`src/rtl/dqsg_pkg.sv`:
```
// Shared types and helpers for the DQS read gate generator.
// Assumes all timing is counted in half clock period ticks.
package dqsg_pkg;

    typedef enum logic [1:0] {
        ST_IDLE = 2'd0,
        ST_WAIT = 2'd1,
        ST_OPEN = 2'd2,
        ST_TAIL = 2'd3
    } gate_st_e;

    localparam int TAIL_W = 3;

    // Late extension in ticks for each coded mode.
    function automatic logic [TAIL_W-1:0] late_ticks(input logic [1:0] mode);
        case (mode)
            2'b00:   late_ticks = 3'd0;
            2'b01:   late_ticks = 3'd1;
            2'b10:   late_ticks = 3'd4;
            default: late_ticks = 3'd6;
        endcase
    endfunction

endpackage

```
`src/rtl/dqsg_cfg.sv`:
```
// Configuration holder: extension mode and counting mode select.
// Assumes software changes it only while no read window is active.
module dqsg_cfg (
    input  logic       clk,
    input  logic       rst_n,
    input  logic       wr_i,
    input  logic [1:0] mode_i,
    input  logic       cnt_en_i,
    output logic [1:0] mode_o,
    output logic       cnt_en_o
);
    // Capture configuration on a write; reset to no extension, counting on.
    always_ff @(posedge clk) begin
        if (!rst_n) begin
            mode_o   <= 2'b00;
            cnt_en_o <= 1'b1;
        end else if (wr_i) begin
            mode_o   <= mode_i;
            cnt_en_o <= cnt_en_i;
        end
    end

    a_r1_reset_defaults: assert property (@(posedge clk)
        !rst_n |=> (mode_o == 2'b00) && cnt_en_o);
endmodule

```
`src/rtl/dqsg_timer.sv`:
```
// Loadable down counter reporting the step on which it reaches one.
// Assumes the owner loads a non-zero value before stepping it.
module dqsg_timer #(
    parameter int W = 6
) (
    input  logic         clk,
    input  logic         rst_n,
    input  logic         load_i,
    input  logic [W-1:0] load_val_i,
    input  logic         step_i,
    output logic         expire_o
);
    logic [W-1:0] val_q;

    assign expire_o = step_i && (val_q == {{(W-1){1'b0}}, 1'b1});

    // Hold the remaining ticks; decrement on each step until zero.
    always_ff @(posedge clk) begin
        if (!rst_n)
            val_q <= '0;
        else if (load_i)
            val_q <= load_val_i;
        else if (step_i && val_q != '0)
            val_q <= val_q - 1'b1;
    end

    a_r2_timer_no_wrap: assert property (@(posedge clk) disable iff (!rst_n)
        (step_i && !load_i && val_q == '0) |=> val_q == '0);
endmodule

```
`src/rtl/dqsg_edge_cnt.sv`:
```
// Remaining DQS edge counter: loads, accumulates and decrements.
// Assumes EDGE_W is wide enough for the deepest expected burst chain; saturates.
module dqsg_edge_cnt #(
    parameter int BL_W   = 5,
    parameter int EDGE_W = 6
) (
    input  logic            clk,
    input  logic            rst_n,
    input  logic            load_i,
    input  logic            add_i,
    input  logic [BL_W-1:0] bl_i,
    input  logic            dec_i,
    output logic            last_o,
    output logic            zero_o
);
    localparam logic [EDGE_W:0] SAT = {1'b0, {EDGE_W{1'b1}}};

    logic [EDGE_W-1:0] left_q;
    logic [EDGE_W:0]   per_rd;
    logic [EDGE_W:0]   sum;

    // Edges per read: half the burst, at least one.
    always_comb begin
        per_rd = (EDGE_W+1)'(bl_i >> 1);
        if (per_rd == '0)
            per_rd = (EDGE_W+1)'(1);
    end

    // Next remaining count from accumulate and decrement.
    always_comb begin
        sum = {1'b0, left_q};
        if (dec_i && left_q != '0)
            sum = sum - 1'b1;
        if (add_i)
            sum = sum + per_rd;
        if (sum > SAT)
            sum = SAT;
    end

    assign last_o = (left_q == {{(EDGE_W-1){1'b0}}, 1'b1});
    assign zero_o = (left_q == '0);

    // Track the edges still expected in the current window.
    always_ff @(posedge clk) begin
        if (!rst_n)
            left_q <= '0;
        else if (load_i)
            left_q <= per_rd[EDGE_W-1:0];
        else
            left_q <= sum[EDGE_W-1:0];
    end

    a_r8_accum_no_loss: assert property (@(posedge clk) disable iff (!rst_n)
        (add_i && !load_i && !dec_i) |=> left_q >= $past(left_q));
endmodule

```
`src/rtl/dqs_gate_gen.sv`:
```
// Read DQS gate window generator for one byte lane.
// Opens the gate at the programmed latency (optionally half a period early,
// never before the read tick), closes it by edge counting or on an external
// request, then holds it for the mode's late extension.
// Assumes dqs_rise_i is synchronized and one tick wide, and that all inputs
// are meaningful only on clock edges where tick_i is high.
module dqs_gate_gen #(
    parameter int LAT_W  = 5,
    parameter int BL_W   = 5,
    parameter int EDGE_W = 6
) (
    input  logic             clk,
    input  logic             rst_n,
    input  logic             tick_i,
    input  logic             cfg_wr_i,
    input  logic [1:0]       cfg_mode_i,
    input  logic             cfg_cnt_en_i,
    input  logic             rd_i,
    input  logic [LAT_W-1:0] rd_lat_i,
    input  logic [BL_W-1:0]  rd_bl_i,
    input  logic             dqs_rise_i,
    input  logic             ext_close_i,
    output logic             gate_o
);
    import dqsg_pkg::*;

    localparam int OPEN_W = LAT_W + 1;

    gate_st_e                st_q;
    logic [1:0]              mode;
    logic                    cnt_en;
    logic [TAIL_W-1:0]       late;
    logic [OPEN_W-1:0]       open_dly;
    logic                    early;
    logic                    rd_t;
    logic                    open_exp;
    logic                    tail_exp;
    logic                    edge_last;
    logic                    edge_zero;
    logic                    edge_dec;
    logic                    close_req;
    logic                    gate_q;

    dqsg_cfg u_cfg (
        .clk      (clk),
        .rst_n    (rst_n),
        .wr_i     (cfg_wr_i),
        .mode_i   (cfg_mode_i),
        .cnt_en_i (cfg_cnt_en_i),
        .mode_o   (mode),
        .cnt_en_o (cnt_en)
    );

    assign rd_t  = tick_i && rd_i;
    assign late  = late_ticks(mode);
    assign early = (mode != 2'b00) && (rd_lat_i != '0);

    // Opening delay in ticks: twice the latency, one less if early and allowed.
    assign open_dly = {rd_lat_i, 1'b0} - OPEN_W'(early);

    dqsg_timer #(.W(OPEN_W)) u_open_tmr (
        .clk        (clk),
        .rst_n      (rst_n),
        .load_i     (rd_t && st_q == ST_IDLE),
        .load_val_i (open_dly),
        .step_i     (tick_i && st_q == ST_WAIT),
        .expire_o   (open_exp)
    );

    dqsg_timer #(.W(TAIL_W)) u_tail_tmr (
        .clk        (clk),
        .rst_n      (rst_n),
        .load_i     (tick_i && close_req && late != '0),
        .load_val_i (late),
        .step_i     (tick_i && st_q == ST_TAIL),
        .expire_o   (tail_exp)
    );

    assign edge_dec = tick_i && dqs_rise_i && cnt_en && st_q == ST_OPEN;

    dqsg_edge_cnt #(.BL_W(BL_W), .EDGE_W(EDGE_W)) u_edges (
        .clk    (clk),
        .rst_n  (rst_n),
        .load_i (rd_t && st_q == ST_IDLE),
        .add_i  (rd_t && st_q != ST_IDLE),
        .bl_i   (rd_bl_i),
        .dec_i  (edge_dec),
        .last_o (edge_last),
        .zero_o (edge_zero)
    );

    // Closing trigger while open: last counted edge or external request; a read wins.
    always_comb begin
        close_req = 1'b0;
        if (st_q == ST_OPEN && !rd_i) begin
            if (cnt_en)
                close_req = dqs_rise_i && edge_last;
            else
                close_req = ext_close_i;
        end
    end

    // Gate state machine, advancing only on ticks.
    always_ff @(posedge clk) begin
        if (!rst_n) begin
            st_q   <= ST_IDLE;
            gate_q <= 1'b0;
        end else if (tick_i) begin
            case (st_q)
                ST_IDLE: begin
                    if (rd_i) begin
                        if (open_dly == '0) begin
                            st_q   <= ST_OPEN;
                            gate_q <= 1'b1;
                        end else begin
                            st_q <= ST_WAIT;
                        end
                    end
                end
                ST_WAIT: begin
                    if (open_exp) begin
                        st_q   <= ST_OPEN;
                        gate_q <= 1'b1;
                    end
                end
                ST_OPEN: begin
                    if (close_req) begin
                        if (late == '0) begin
                            st_q   <= ST_IDLE;
                            gate_q <= 1'b0;
                        end else begin
                            st_q <= ST_TAIL;
                        end
                    end
                end
                default: begin
                    if (rd_i) begin
                        st_q <= ST_OPEN;
                    end else if (tail_exp) begin
                        st_q   <= ST_IDLE;
                        gate_q <= 1'b0;
                    end
                end
            endcase
        end
    end

    assign gate_o = gate_q;

    a_r3_no_open_before_read: assert property (@(posedge clk) disable iff (!rst_n)
        (rd_t && st_q == ST_IDLE && rd_lat_i != '0) |=> !gate_o);

    a_r5_count_close: assert property (@(posedge clk) disable iff (!rst_n)
        (tick_i && st_q == ST_OPEN && cnt_en && dqs_rise_i && edge_last
         && !rd_i && mode == 2'b00) |=> !gate_o);

    a_r5_open_has_edges: assert property (@(posedge clk) disable iff (!rst_n)
        (st_q == ST_OPEN && cnt_en) |-> !edge_zero);

    a_r7_ext_ignored: assert property (@(posedge clk) disable iff (!rst_n)
        (tick_i && st_q == ST_OPEN && cnt_en && !dqs_rise_i) |=> gate_o);

    a_r6_ext_tail_holds: assert property (@(posedge clk) disable iff (!rst_n)
        (tick_i && st_q == ST_OPEN && !cnt_en && ext_close_i && mode != 2'b00)
        |=> gate_o);

    a_r9_hold_off_tick: assert property (@(posedge clk) disable iff (!rst_n)
        (!tick_i && !$past(!rst_n)) |=> $stable(gate_o));
endmodule

```
`config.mk`:
```
export PLATFORM = sky130hd
export DESIGN_NAME = dqs_gate_gen
export DESIGN_NICKNAME = d
export VERILOG_FILES = /design/src/rtl/dqsg_pkg.sv /design/src/rtl/dqsg_cfg.sv /design/src/rtl/dqsg_timer.sv /design/src/rtl/dqsg_edge_cnt.sv /design/src/rtl/dqs_gate_gen.sv
export SDC_FILE = /design/constraint.sdc
export NUM_CORES = 1
export LEC_CHECK = 0
export BUFFER_PORTS_ARGS = -buffer_cell sky130_fd_sc_hd__buf_2
export CAP_MARGIN = 20
export CORE_AREA = 2 2 69 71
export CTS_CLUSTER_SIZE = 20
export DETAILED_ROUTE_END_ITERATION = 8
export DIE_AREA = 0 0 71 73
export SYNTH_ARGS = -nofsm -noshare
export SYNTH_HDL_FRONTEND = slang
export SYNTH_SLANG_ARGS = --single-unit
export TNS_END_PERCENT = 30
```
`constraint.sdc`:
```
create_clock -name clk -period 4.27 [get_ports clk]
set_input_delay 0.2135 -clock clk [delete_from_list [all_inputs] [get_ports clk]]
set_output_delay 0.2135 -clock clk [all_outputs]
set_load 0.02 [all_outputs]
```
==> impl_metrics.toml, run 1 <==
[detailed_routing]
dr.pass1.iters = 4
ant_nets = 0
top_layer_used = "met4"
wl_met2_mm = 1.71
drtIter0Drc = 58
vias_per_cell = 5.38
drt-met1-wl_mm = 1.87
routed-wl-met3_um = 98
postRouteWirelength_mm = 3.71
drc = 0
num_vias = 1522
post_drt_wl_per_cell_um = 13.1

[worst_setup_path]
path_buf_inv = 2
arrival_ns = 3.29
crit_chain = "inv_1 -> ha_1 -> nand4_4 -> a21oi_1 -> xnor2_1 -> ha_1 -> inv_1 -> fa_1 -> o41a_1 -> nor3_2 -> o221a_2"
cp_slowest_stage_delay_ns = 0.48
critPathMaxFanout = 6
rr_endpoint = "u_edges.left_q[2]$_SDFF_PN0_"
rr_startpoint = "st_q[0]$_SDFFE_PN0P_"
cp.depth = 11
required_ns = 4.49
cp-start-kind = "flip-flop"
rr_worst_depth = 11
critPathTopFamily = "compound AO/OA/AOI/OAI gates"
critPathSlowestCell = "o41a_1"
end_kind = "flip-flop"
crit_type = "reg -> reg"
setup.reg_to_reg.worst_slack_ns = 1.19

[yosys]
syn_nets = 254
synthTopCellsByArea = "dfxtp_1 (24%), ha_1 (14%), inv_1 (5.2%)"
synth_fa_ha_area_share_pct = 14.8
yosysUniqueCellTypes = 49
synth_compound_area_share_pct = 22.7
yosys.area_share.simple_pct = 21.1
syn_avg_cell_area_um2 = 8.13
yosysWarnings = 0
synth_edf_count = 0
synth_top_area_share_pct = 24.2
muxShareOfSynthArea_pct = 4.10
netlist_instances = 214
ys_async_sr_fraction_pct = 0
ys_ff_latch = 21
syn_area_um2 = 1740
synth_most_common_cell = "inv_1"
synth_area_leader_cell = "dfxtp_1"
synth_xor_area_share_pct = 6.04
synth_common_cells = "inv_1 (24), dfxtp_1 (21), ha_1 (19), a21oi_1 (17), nor2_1 (17)"
synth_flop_cell = "dfxtp_1"
synth_seq_area_share_pct = 24.2
synth_top_family_by_area = "compound AO/OA/AOI/OAI gates"

[timing]
worstMarginPinSlew_ns = 0.567
setup_ws_ns = 1.19
drv_slew = 0
tns_ns = 0
min_period_over_period_pct = 72.1
fin_skew_ns = 0.00134
rsz0062_at_grt = "no"
hold_viol = 0
slew_headroom_pct = 62.1
setup_viol = 0
finalCriticalPeriod_ns = 3.08
max_freq_ghz = 0.325

[cts]
clk_latency_ns = 0.26
clock_path_buffers = 2
cts_tree = "built"
cts.clk_slew.worst_paths_ns = 0.09
post-cts-setup-buffers = 0
cts_resized = 0
cts_root_buf = "clkbuf_8"
cts.sinks = 21
cts_hold_buf = 0
htree_levels = 1
cts_made_buffers = 3

[pwr]
p_leak_nw = 0.841
irDropWorstVdd_uv = 101
power_density_nw_per_um2 = 260

[min_path]
holdPathEnd = "u_cfg.cnt_en_o$_SDFFE_PN1P_"
worstHoldPathCells = 3
hp-start = "cfg_cnt_en_i"
hp-class = "in -> reg"

[floorplanning]
ios = 21
core_area_um2 = 4540
dieWidth_um = 71
initial_core_util_pct = 38.4
rows = 25
die_area_um2 = 5180
dieHeight_um = 73

[status]
status = "finished, final reports clean"

[finish]
final_cells = 283
area_growth_pct = 10.1
nets = 270
fill_cells = 450
drive_above_1_share_pct = 17.0
postLayoutCoreUtil_pct = 42.2
num_antenna_cells = 0

[placed_design]
pre_cts_slack_ns = 1.18
placed_cells = 279
dpl.hpwl_mm = 2.94
port_buffers = 19
gp_congestion = 0.826

[global_route]
grt_max_degree = 17
grt_pass1_wl_mm = 6.31
grt_remaining_overflow = 0
grt_pass1_vias = 1357
antenna_found_initial = 0
grt_usage_pct = 15.2

[flow_run]
maxCapViolations = 0
[cell type report]
| cell class | instances | area, µm² | share of cell area (%) |
|---|---|---|---|
| clock buffers | 3 | 41.3 | 2.16 |
| clock inverters | 1 | 5.00 | 0.261 |
| inverters | 24 | 90.1 | 4.70 |
| multi-input cells | 161 | 1200 | 62.4 |
| flip-flops and latches | 21 | 420 | 21.9 |
| well taps | 54 | 67.6 | 3.53 |
| repair buffers | 19 | 95.1 | 4.96 |
[through the flow]
step / cell area, µm² / hold slack (ns) / power [mW]
2_1_floorplan: 1740 / 0.341 / 0.327
3_3_place_gp: 1870 / 0.437 / 0.362
3_5_place_dp: 1870 / 0.439 / 0.364
4_1_cts: 1920 / 0.154 / 0.503
5_1_grt: 1920 / 0.179 / 0.531
6_report: 1920 / 0.163 / 0.498
[sequential cells by signal, summed over array words and instances, names as in the netlist]
signal            cells
u_cfg.cnt_en_o        1
st_q                  2
u_cfg.mode_o          2
gate_o                1
u_tail_tmr.val_q      3
u_edges.left_q        6
u_open_tmr.val_q      6
[cell usage in the layout (no fill, tap or decap), drive strengths merged, types with 3 or more instances in the layout]
cell type	Yosys	routed
a211oi	7	7
ha	19	19
inv	24	24
or2	5	5
or3	4	4
nand2	15	15
clkbuf	7	3
mux2i	6	6
buf	1	19
o221a	4	4
nor3	8	8
dfxtp	21	21
xor2	6	6
xnor2	6	6
o21ai	8	8
nor2	17	17
nor4	4	4
a21oi	17	17
[per-layer routing]
layer  vias to the layer above  track usage (%)
met4                         0             3.77
met3                         2             2.62
li1                        794                -
met1                       710             20.4
met2                        16             25.6
met5                         -                0
[logic make-up after synthesis]
| kind of cell | count (synthesis) |
|---|---|
| xor+xnor | 12 |
| mux | 7 |
| fa+ha+maj | 20 |
| buf+inv | 32 |
| flops | 21 |
| compound gates | 57 |
| simple gates | 65 |
[how the worst max path moves through the flow]
stage / start / end / slack, ns
finish: st_q[0]$_SDFFE_PN0P_ / u_edges.left_q[2]$_SDFF_PN0_ / 1.19
global route: st_q[0]$_SDFFE_PN0P_ / u_edges.left_q[0]$_SDFF_PN0_ / 0.96
CTS: st_q[0]$_SDFFE_PN0P_ / u_edges.left_q[4]$_SDFF_PP0_ / 1.16
detailed placement: st_q[0]$_SDFFE_PN0P_ / u_edges.left_q[4]$_SDFF_PP0_ / 1.18
global placement: st_q[0]$_SDFFE_PN0P_ / u_edges.left_q[0]$_SDFF_PN0_ / 1.19
floorplan: st_q[0]$_SDFFE_PN0P_ / u_edges.left_q[4]$_SDFF_PP0_ / 1.42
[report_power, final]
part	leakage, nW	internal (mW)	switching (mW)
logic	0.643	0.0594	0.0768
registers	0.172	0.209	0.0138
clock network	0.0255	0.0652	0.0737
[tightest hold or removal path, delay by kind of cell]
kind	cells	cell delay, ns
muxes	1	0.05
buffers and inverters	1	0.08
and+or+nand+nor	1	0.06
No activity file was read; power rests on OpenSTA's default activity.
==> run 2, diff against run 1 <==
--- a/config.mk
+++ b/config.mk
@@ -5,12 +5,13 @@
 export SDC_FILE = /design/constraint.sdc
 export NUM_CORES = 1
 export LEC_CHECK = 0
+export ABC_AREA = 1
 export BUFFER_PORTS_ARGS = -buffer_cell sky130_fd_sc_hd__buf_2
 export CAP_MARGIN = 20
-export CORE_AREA = 2 2 69 71
+export CORE_AREA = 2 2 73 75
 export CTS_CLUSTER_SIZE = 20
 export DETAILED_ROUTE_END_ITERATION = 8
-export DIE_AREA = 0 0 71 73
+export DIE_AREA = 0 0 75 77
 export SYNTH_ARGS = -nofsm -noshare
 export SYNTH_HDL_FRONTEND = slang
 export SYNTH_SLANG_ARGS = --single-unit
==> constraint.sdc (replaced) <==
create_clock -name clk -period 2.8 [get_ports clk]
set_input_delay 0.14 -clock clk [delete_from_list [all_inputs] [get_ports clk]]
set_output_delay 0.14 -clock clk [all_outputs]
set_load 0.02 [all_outputs]
==> impl_metrics.toml, run 2 <==
[status]
status = "finished, final reports clean"

[timing]
slew_headroom_pct = 79.4
tns_ns = 0
min_period_over_period_pct = 91.1
whs_ns = 0.0925
drv_slew = 0
fin_skew_ns = 0.00171
worstMarginPinSlew_ns = 0.309
setup_ws_ns = 0.250
rsz0062_at_grt = "no"
setup_viol = 0
max_freq_ghz = 0.392
finalCriticalPeriod_ns = 2.55
hold_viol = 0

[finish]
multiInputGateArea_um2 = 1280
layout_commonest_cell = "nand2_1"
top_regs = "u_edges.left_q x6, u_open_tmr.val_q x6, u_tail_tmr.val_q x3"
regArea_um2 = 420
mostFrequentLayoutCells = "nand2_1 (53), inv_1 (45), o21ai_0 (22), dfxtp_1 (21), a21oi_1 (20)"
drive_above_1_share_pct = 18.1
area_growth_pct = 11.4
fill_cells = 557
num_antenna_cells = 0
nets = 339

[detailed_routing]
vias_per_cell = 4.75
postRouteWirelength_mm = 4.07
dr.pass1.iters = 4
num_vias = 1748
drtIter0Drc = 35
post_drt_wl_per_cell_um = 11.1
ant_nets = 0
drc = 0

[cts]
cts_root_buf = "clkbuf_8"
htree_levels = 1
clk_latency_ns = 0.26
clock_path_buffers = 2
cts.clk_slew.worst_paths_ns = 0.08
cts_made_buffers = 3
cts_hold_buf = 0
cts.sinks = 21
cts_tree = "built"

[floorplanning]
core_area_um2 = 4980
dieHeight_um = 77
rows = 26
initial_core_util_pct = 38.4
dieWidth_um = 75
ios = 21
die_area_um2 = 5780

[pwr]
p_leak_nw = 0.988
irDropWorstVdd_uv = 185
power_density_nw_per_um2 = 417

[worst_setup_path]
crit_type = "reg -> reg"
rr_endpoint = "u_edges.left_q[3]$_SDFF_PN0_"
setup.reg_to_reg.worst_slack_ns = 0.25
rr_worst_depth = 15
rr_startpoint = "st_q[0]$_SDFFE_PN0P_"
crit_path_frequent_cell = "inv_1"
arrival_ns = 2.75
required_ns = 3.00
end_kind = "flip-flop"
cp_slowest_stage_delay_ns = 0.47
crit_chain = "inv_1 -> ha_2 -> nand2_2 -> nor2_4 -> nand2_4 -> o21ai_0 -> inv_1 -> fa_1 -> nor2_1 -> nand3_1 -> nand2_2 -> nand3_2 -> nand2_1 -> inv_1 -> a21oi_2"
cp-start-kind = "flip-flop"
critPathSlowestCell = "fa_1"
critPathMaxFanout = 6

[placed_design]
pre_cts_slack_ns = 0.197
dpl.hpwl_mm = 3.33
port_buffers = 19
gp_congestion = 0.776

[yosys]
ys_ff_latch = 21
synth_top_family_by_area = "simple AND/OR/NAND/NOR gates"
synth_fa_ha_area_share_pct = 13.5
syn_area_um2 = 1910
yosysUniqueCellTypes = 36
yosysWarnings = 0
synth_area_leader_cell = "dfxtp_1"
netlist_instances = 279
syn_nets = 319
synth_common_cells = "nand2_1 (53), inv_1 (45), o21ai_0 (22), dfxtp_1 (21), a21oi_1 (20)"
yosys.area_share.simple_pct = 30.4
synth_most_common_cell = "nand2_1"
ys_async_sr_fraction_pct = 0
synthTopCellsByArea = "dfxtp_1 (22%), ha_1 (12%), nand2_1 (10%)"
synth_xor_area_share_pct = 5.43
synth_edf_count = 0
synth_seq_area_share_pct = 22.0
synth_top_area_share_pct = 22.0
muxShareOfSynthArea_pct = 0
synth_compound_area_share_pct = 17.1
synth_flop_cell = "dfxtp_1"
syn_avg_cell_area_um2 = 6.85

[min_path]
hp-start = "cfg_cnt_en_i"
hp-class = "in -> reg"
holdPathEnd = "u_cfg.cnt_en_o$_SDFFE_PN1P_"
worstHoldPathCells = 3

[global_route]
grt_pass1_vias = 1693
grt_pass1_wl_mm = 7.11
grt_remaining_overflow = 0
antenna_found_initial = 0
grt_usage_pct = 15.1
grt_max_degree = 18

[flow_run]
maxCapViolations = 0
[run 2: area by class of cell]
cell class,count,area share [%]
multi-input combinational,204,60.3
sequential,21,19.7
inverter,48,8.58
timing repair buffer,21,5.17
tap,70,4.11
clock buffer,4,2.12
[run 2: kinds of logic (layout without fill, tap and decap cells)]
logic type | count (synthesis) | in the layout
xor gates and xnor gates | 11 | 11
and+or+nand+nor | 116 | 116
adders and majority gates | 20 | 20
buffers and inverters | 54 | 73
AOI/OAI and AO/OA | 57 | 57
DFF | 21 | 21
[run 2: per-layer routing]
layer | global-route usage (%) | part of all wire, % | vias up
met4 | 5.36 | 1.1 | 0
met3 | 2.23 | 2.3 | 6
li1 | - | - | 942
met1 | 19.8 | 50 | 779
met2 | 24.6 | 46 | 21
met5 | 0 | 0 | -
[run 2: through the flow]
step	util, %	cell area [µm²]	power [mW]	cells
3_5_place_dp	41.6	2070	0.687	364
6_report	42.8	2130	0.888	368
4_1_cts	42.5	2120	0.892	368
2_1_floorplan	-	1910	0.612	279
5_1_grt	42.8	2130	0.960	368
3_3_place_gp	41.6	2070	0.683	364
[run 2: how the worst max path moves through the flow]
stage	from	endpoint	slack, ns	cells past startpoint
after global routing	u_edges.left_q[0]$_SDFF_PN0_	u_edges.left_q[3]$_SDFF_PN0_	0.03	15
after global placement	st_q[0]$_SDFFE_PN0P_	u_edges.left_q[3]$_SDFF_PN0_	0.24	16
after detailed placement	st_q[0]$_SDFFE_PN0P_	u_edges.left_q[4]$_SDFF_PP0_	0.20	15
final	st_q[0]$_SDFFE_PN0P_	u_edges.left_q[3]$_SDFF_PN0_	0.25	15
after floorplan	st_q[0]$_SDFFE_PN0P_	u_edges.left_q[4]$_SDFF_PP0_	0.46	14
after CTS	st_q[0]$_SDFFE_PN0P_	u_edges.left_q[3]$_SDFF_PN0_	0.17	16
[run 2: repair_timing]
item / CTS / global route
hold endpoints to repair: 0 / 0
gates resized for setup: 0 / 3
buffers inserted: 0 / 0
endpoints found under the setup margin: 0 / 4
[run 2: where the power goes]
part | total (mW) | switching, mW | leakage, nW | internal (mW)
clock | 0.205 | 0.104 | 0.0228 | 0.101
combinational | 0.331 | 0.202 | 0.794 | 0.129
sequential | 0.352 | 0.0267 | 0.172 | 0.325
total | 0.888 | 0.332 | 0.988 | 0.556
[run 2: critical path, delay by kind of cell, from the launching register on]
| family | cells | cell delay (ns) |
|---|---|---|
| compound gates | 2 | 0.34 |
| fa+ha+maj | 2 | 0.70 |
| buf+inv | 3 | 0.25 |
| flops | 1 | 0.36 |
| simple gates | 8 | 0.84 |
